## src/rtl/step_trap_pkg.sv

```systemverilog
package step_trap_pkg;
  localparam int WORD_W = 16;
  localparam int TF_BIT = 8;
  localparam int IE_BIT = 9;
  localparam logic [WORD_W-1:0] DEF_MASK   = 16'h0FD5;
  localparam logic [WORD_W-1:0] FIXED_ONES = 16'hF002;

  typedef enum logic [2:0] {
    ST_IDLE, ST_PUSH_FL, ST_PUSH_SEG, ST_PUSH_OFF, ST_DONE
  } seqState_t;

  typedef struct packed {
    logic       acceptIn;
    logic       capture;
    logic       clearTfIe;
    logic [1:0] slot;
  } seqCtl_t;
endpackage

```

## src/rtl/step_trap_dp.sv

```systemverilog
module step_trap_dp
  import step_trap_pkg::*;
(
  input  logic              clk,
  input  logic              rstN,
  input  seqCtl_t           ctl,
  input  logic              retire,
  input  logic              flagsLoad,
  input  logic [WORD_W-1:0] flagsIn,
  input  logic [WORD_W-1:0] stackPtr,
  input  logic [WORD_W-1:0] retSeg,
  input  logic [WORD_W-1:0] retOff,
  output logic [WORD_W-1:0] flags,
  output logic              tfStart,
  output logic [WORD_W-1:0] stkAddr,
  output logic [WORD_W-1:0] stkData,
  output logic [WORD_W-1:0] newSp
);
  localparam logic [WORD_W-1:0] STEP2 = WORD_W'(2);
  localparam logic [WORD_W-1:0] STEP4 = WORD_W'(4);
  localparam logic [WORD_W-1:0] STEP6 = WORD_W'(6);

  logic [WORD_W-1:0] flagsQ, imgQ, spQ, segQ, offQ;
  logic              tfStartQ;
  logic [WORD_W-1:0] flagsNext;

  always_comb begin
    flagsNext = flagsQ;
    if (ctl.acceptIn && flagsLoad)
      flagsNext = (flagsIn & DEF_MASK) | FIXED_ONES;
  end

  always_ff @(posedge clk or negedge rstN) begin
    if (!rstN) begin
      flagsQ   <= FIXED_ONES;
      tfStartQ <= 1'b0;
      imgQ     <= '0;
      spQ      <= '0;
      segQ     <= '0;
      offQ     <= '0;
    end else begin
      if (ctl.acceptIn) begin
        flagsQ <= flagsNext;
        if (retire) tfStartQ <= flagsNext[TF_BIT];
      end
      if (ctl.capture) begin
        imgQ <= flagsNext;
        spQ  <= stackPtr;
        segQ <= retSeg;
        offQ <= retOff;
      end
      if (ctl.clearTfIe) begin
        flagsQ[TF_BIT] <= 1'b0;
        flagsQ[IE_BIT] <= 1'b0;
        tfStartQ       <= 1'b0;
      end
    end
  end

  always_comb begin
    unique case (ctl.slot)
      2'd1:    begin stkAddr = spQ - STEP4; stkData = segQ; end
      2'd2:    begin stkAddr = spQ - STEP6; stkData = offQ; end
      default: begin stkAddr = spQ - STEP2; stkData = imgQ; end
    endcase
  end

  assign flags   = flagsQ;
  assign tfStart = tfStartQ;
  assign newSp   = spQ - STEP6;
endmodule

```

## src/rtl/step_trap_ctrl.sv

```systemverilog
module step_trap_ctrl
  import step_trap_pkg::*;
(
  input  logic    clk,
  input  logic    rstN,
  input  logic    retire,
  input  logic    tfStart,
  input  logic    stkWrAck,
  output seqCtl_t ctl,
  output logic    stkWrReq,
  output logic    busy,
  output logic    vecValid
);
  seqState_t state, stateNext;
  logic      idle, pushing, accepted;

  assign idle     = (state == ST_IDLE);
  assign pushing  = (state == ST_PUSH_FL) || (state == ST_PUSH_SEG) || (state == ST_PUSH_OFF);
  assign accepted = pushing && stkWrAck;

  always_comb begin
    stateNext = state;
    unique case (state)
      ST_IDLE:     if (retire && tfStart) stateNext = ST_PUSH_FL;
      ST_PUSH_FL:  if (accepted) stateNext = ST_PUSH_SEG;
      ST_PUSH_SEG: if (accepted) stateNext = ST_PUSH_OFF;
      ST_PUSH_OFF: if (accepted) stateNext = ST_DONE;
      default:     stateNext = ST_IDLE;
    endcase
  end

  always_ff @(posedge clk or negedge rstN) begin
    if (!rstN) state <= ST_IDLE;
    else       state <= stateNext;
  end

  always_comb begin
    ctl.acceptIn  = idle;
    ctl.capture   = idle && retire && tfStart;
    ctl.clearTfIe = (state == ST_PUSH_OFF) && stkWrAck;
    unique case (state)
      ST_PUSH_SEG: ctl.slot = 2'd1;
      ST_PUSH_OFF: ctl.slot = 2'd2;
      default:     ctl.slot = 2'd0;
    endcase
  end

  assign stkWrReq = pushing;
  assign busy     = !idle;
  assign vecValid = (state == ST_DONE);
endmodule

```

## src/rtl/step_trap_unit.sv

```systemverilog
module step_trap_unit
  import step_trap_pkg::*;
#(
  parameter int VEC_TYPE = 1,
  parameter int VEC_W    = 8
) (
  input  logic              clk,
  input  logic              rstN,
  input  logic              retire,
  input  logic              flagsLoad,
  input  logic [WORD_W-1:0] flagsIn,
  input  logic [WORD_W-1:0] stackPtr,
  input  logic [WORD_W-1:0] retSeg,
  input  logic [WORD_W-1:0] retOff,
  output logic              stkWrReq,
  output logic [WORD_W-1:0] stkAddr,
  output logic [WORD_W-1:0] stkData,
  input  logic              stkWrAck,
  output logic              busy,
  output logic [WORD_W-1:0] flags,
  output logic              vecValid,
  output logic [VEC_W-1:0]  vecNum,
  output logic [WORD_W-1:0] vecAddr,
  output logic [WORD_W-1:0] newSp
);
  localparam logic [VEC_W-1:0]  VEC_NUM  = VEC_W'(VEC_TYPE);
  localparam logic [WORD_W-1:0] VEC_BYTE = WORD_W'(VEC_TYPE * 4);

  seqCtl_t ctl;
  logic    tfStart;

  step_trap_ctrl u_ctrl (
    .clk(clk), .rstN(rstN), .retire(retire), .tfStart(tfStart),
    .stkWrAck(stkWrAck), .ctl(ctl), .stkWrReq(stkWrReq),
    .busy(busy), .vecValid(vecValid)
  );

  step_trap_dp u_dp (
    .clk(clk), .rstN(rstN), .ctl(ctl), .retire(retire),
    .flagsLoad(flagsLoad), .flagsIn(flagsIn), .stackPtr(stackPtr),
    .retSeg(retSeg), .retOff(retOff), .flags(flags), .tfStart(tfStart),
    .stkAddr(stkAddr), .stkData(stkData), .newSp(newSp)
  );

  assign vecNum  = VEC_NUM;
  assign vecAddr = VEC_BYTE;
endmodule

```

## config.mk

```make
export PLATFORM = sky130hd
export DESIGN_NAME = step_trap_unit
export DESIGN_NICKNAME = d
export VERILOG_FILES = /design/src/rtl/step_trap_pkg.sv /design/src/rtl/step_trap_dp.sv /design/src/rtl/step_trap_ctrl.sv /design/src/rtl/step_trap_unit.sv
export SDC_FILE = /design/constraint.sdc
export NUM_CORES = 1
export LEC_CHECK = 0
export ABC_AREA = 1
export BUFFER_PORTS_ARGS = -buffer_cell sky130_fd_sc_hd__buf_2
export CORE_UTILIZATION = 46
export DETAILED_ROUTE_END_ITERATION = 8
export PLACE_DENSITY = 0.77
export SLEW_MARGIN = 20
export SYNTH_ARGS = -nofsm -noshare
export SYNTH_HDL_FRONTEND = slang
export SYNTH_SLANG_ARGS = --single-unit
```

## constraint.sdc

```tcl
create_clock -name clk -period 1.9 [get_ports clk]
set_clock_uncertainty 0.2 [all_clocks]
set_input_delay 0.38 -clock clk [delete_from_list [all_inputs] [get_ports clk]]
set_output_delay 0.38 -clock clk [all_outputs]
set_load 0.02 [all_outputs]
```

==> impl_metrics.csv <==
group,metric,value,unit
status,outcome,"finished, violations left",
status,violations,"negative setup slack",
logic_synthesis,synth-seq-area-share,0.4383,
job,drv_cap,0,
routing,vias,5232,
cells_and_area,nFillCells,673,
logic_synthesis,synth_cell_types,37,
logic_synthesis,syn_area_per_cell,7.445,sq um
timing,finalHoldViolCount,0,
timing,period_share,1.334,
logic_synthesis,ys_ff_latch,84,
global_routing,grt_pass1_wl,23.64,mm
placement,finalWeightedCongestion,0.8544,
die,die_h,104.3,um
setup_path,slowest_delay,400,ps
die,core-area,9955,sq um
cells_and_area,n_antenna_cell,0,
power,power.leakage,3.757,nW
timing,slew_viol_final,0,
logic_synthesis,ys.warnings.count,0,
cells_and_area,final_cell_mix,"nand2_1, buf_2, dfrtp_1, buf_4, buf_6",
global_routing,grt_overflow,0,
power,ir_drop,1.245,mV
clock_network,path_clk_slew,90,ps
timing,layout_min_cycle_time,2535,ps
cells_and_area,final_common_cell,"nand2_1",
routing,drcViolationCount,0,
setup_path,worst_path_max_delay_cell,"dfrtp_1",
global_routing,grt_pass1_vias,4925,
global_routing,track_usage,0.2751,
routing,drt_iter0_drc,328,
setup_path,end_kind,"output port",
routing,wl_per_cell,17.39,um
routing,wl,17.17,mm
clock_network,cts.path.max_buffers,2,
global_routing,grt_max_degree,56,
routing,via_per_inst,5.301,
clock_network,insertion_delay,360,ps
placement,port_buffers,128,
cells_and_area,final_util,0.7536,
die,dieArea,10870,sq um
routing,ant_nets,0,
global_routing,antenna_found_initial,0,
clock_network,ctsHtreeMaxLevel,3,
die,start_util,0.4832,
clock_network,cts_sinks,84,
cells_and_area,final_area,7502,sq um
setup_path,path_class,"flop to output port",
min_path,hold_path.class,"input pin to flop",
placement,placed_cells,930,
placement,dp_hpwl,9.661,mm
setup_path,path_cells,"buf_6, nor2_4, buf_6, buf_12, nand2_8, nor2_4, nand2_2, nand2_2, nand3_2, nand3_2, buf_6",
power,p_total,0.01436,W
cells_and_area,fin_cells,987,
clock_network,cts_root_buf,"clkbuf_8",
timing,rsz0062_at_grt,"yes",
timing,fmax,394.5,MHz
setup_path,crit_family,"simple AND/OR/NAND/NOR gates",
setup_path,critPathBufInv,4,
cells_and_area,layout.nets,922,
setup_path,cp.required,1320,ps
clock_network,tritoncts,"done",
setup_path,cp.arrival,1950,ps
timing,final-setup-viol-count,48,
logic_synthesis,syn-instance-count,646,
cells_and_area,drive_gt1_frac,0.4555,
die,rows,36,
placement,placed_cell_area,6045,sq um
logic_synthesis,synth_area,4810,sq um
die,die_w,104.3,um
setup_path,start_kind,"flop",
die,num_io_pins,160,
setup_path,path_common_cell,"buf_6",
power,power.density,1914,nW/um^2
timing,fin_tns_setup,-19930,ps
setup_path,worstPathMaxFanout,5,
routing,drtPass1Iterations,6,
clock_network,cts_buffers,9,
cells_and_area,area_growth_syn_to_layout,55.98,%
timing,setup_slack,-635.0,ps
## state kept, by name (all words and copies together) (netlist names)
name	flops
u_dp.tfStart	1
u_dp.flags	16
u_dp.imgQ	16
u_dp.offQ	16
u_dp.segQ	16
u_dp.spQ	16
u_ctrl.state	3
## worst register-to-register path: stages (launching register included)
cell and delay, ps:
dfrtp_1 400, inv_2 90, nor2_4 50, inv_2 100
buf_12 180, nand2_4 70, buf_4 130, a22oi_1 350
nand2_1 140, o21ai_0 110
## logic make-up after synthesis
family / Yosys count / synth area share
simple gates: 375 / 0.3356
other cells: 2 / 0.001561
compound gates: 69 / 0.08377
buf+inv: 104 / 0.1158
flops: 84 / 0.4383
fa+ha+maj: 4 / 0.01041
xor+xnor: 8 / 0.01457
## area by class of cell
class                           instances  area [sq um]  area share
Multi-Input combinational cell        482          2874      0.3831
Timing Repair Buffer                  216          1911      0.2547
Clock buffer                           11         141.4     0.01885
Inverter                               55         249.0     0.03319
Clock inverter                          5         37.54    0.005003
Sequential cell                        84          2115      0.2819
Tap cell                              133         166.4     0.02218
Timing Repair inverter                  1         8.758    0.001167
## what timing repair did
item,4_1_cts,5_1_grt
gates resized for setup,147,95
pin swaps,35,37
hold buffers,1,0
cloned,4,10
setup endpoints to repair,47,101
hold endpoints to repair,22,0
setup buffers,10,21
## path summary, 6_finish.rpt
kind / cells after the start / end / slack (ps) / start
max: 11 / stkAddr[11] / -630 / u_dp.spQ[3]$_DFFE_PN0P_
max reg2reg: 9 / u_ctrl.state[1]$_DFFE_PN0P_ / 0 / u_ctrl.state[1]$_DFFE_PN0P_
min reg2reg: 2 / u_dp.offQ[5]$_DFFE_PN0P_ / 280 / u_dp.offQ[5]$_DFFE_PN0P_
max in group asynchronous: 3 / u_dp.flags[1]$_DFFE_PN1N_ / 660 / rstN
min in group asynchronous: 2 / u_dp.offQ[6]$_DFFE_PN0P_ / 280 / rstN
min: 3 / u_dp.segQ[14]$_DFFE_PN0P_ / 10 / retSeg[14]
## layer usage
metal / part of all wire / up-vias / GRT usage
met5: 0 / - / 0
met2: 0.52 / 299 / 0.5029
met1: 0.36 / 2454 / 0.3128
met4: 0.044 / 0 / 0.08980
met3: 0.076 / 77 / 0.06704
li1: - / 2402 / -
## synth_stat cells
cell      number  area share
nor3_1         1      0.0010
a22oi_1        1      0.0016
ha_1           4       0.010
clkbuf_8       1      0.0029
or2_4          3      0.0055
o21ai_2        3      0.0055
nand3_1       57       0.059
xor2_1         7       0.013
and2_1         2      0.0026
inv_1         49       0.038
inv_6          2      0.0036
xnor2_1        1      0.0018
nor2_8         1      0.0042
nor2_1        22       0.017
nor2_2         6      0.0078
o22ai_1        2      0.0026
nor2_4         5       0.012
dfstp_2        5       0.027
inv_2          4      0.0031
clkbuf_2       1      0.0010
conb_1         2      0.0016
o221ai_1       1      0.0018
buf_8          1      0.0031
o211ai_1      15       0.023
buf_4         31       0.048
a21oi_1        2      0.0021
nand2_8        2      0.0083
nand2_2        3      0.0039
or2_2          2      0.0026
nand2_1      271        0.21
clkbuf_1       4      0.0031
o21ai_0       44       0.046
o21ai_1        1      0.0010
buf_6          1      0.0023
buf_1          2      0.0016
dfrtp_1       79        0.41
buf_2          8      0.0083
## power breakdown
group / total, W / leakage (nW) / switching [W] / internal [W]
combinational: 0.0100 / 2.64 / 0.00559 / 0.00441
clock: 0.00121 / 0.0859 / 0.000694 / 0.000516
sequential: 0.00315 / 1.03 / 0.000599 / 0.00255
total: 0.0144 / 3.76 / 0.00688 / 0.00748
## through the flow
step / setup WS, ps / hold WS [ps]
2_1_floorplan: -102.0 / -115.6
3_3_place_gp: -229.0 / 117.3
3_5_place_dp: -286.9 / 124.3
4_1_cts: -597.4 / 3.986
5_1_grt: -733.5 / 10.15
6_report: -635.0 / 11.16
Note: power is estimated with default switching activity, not from simulation.
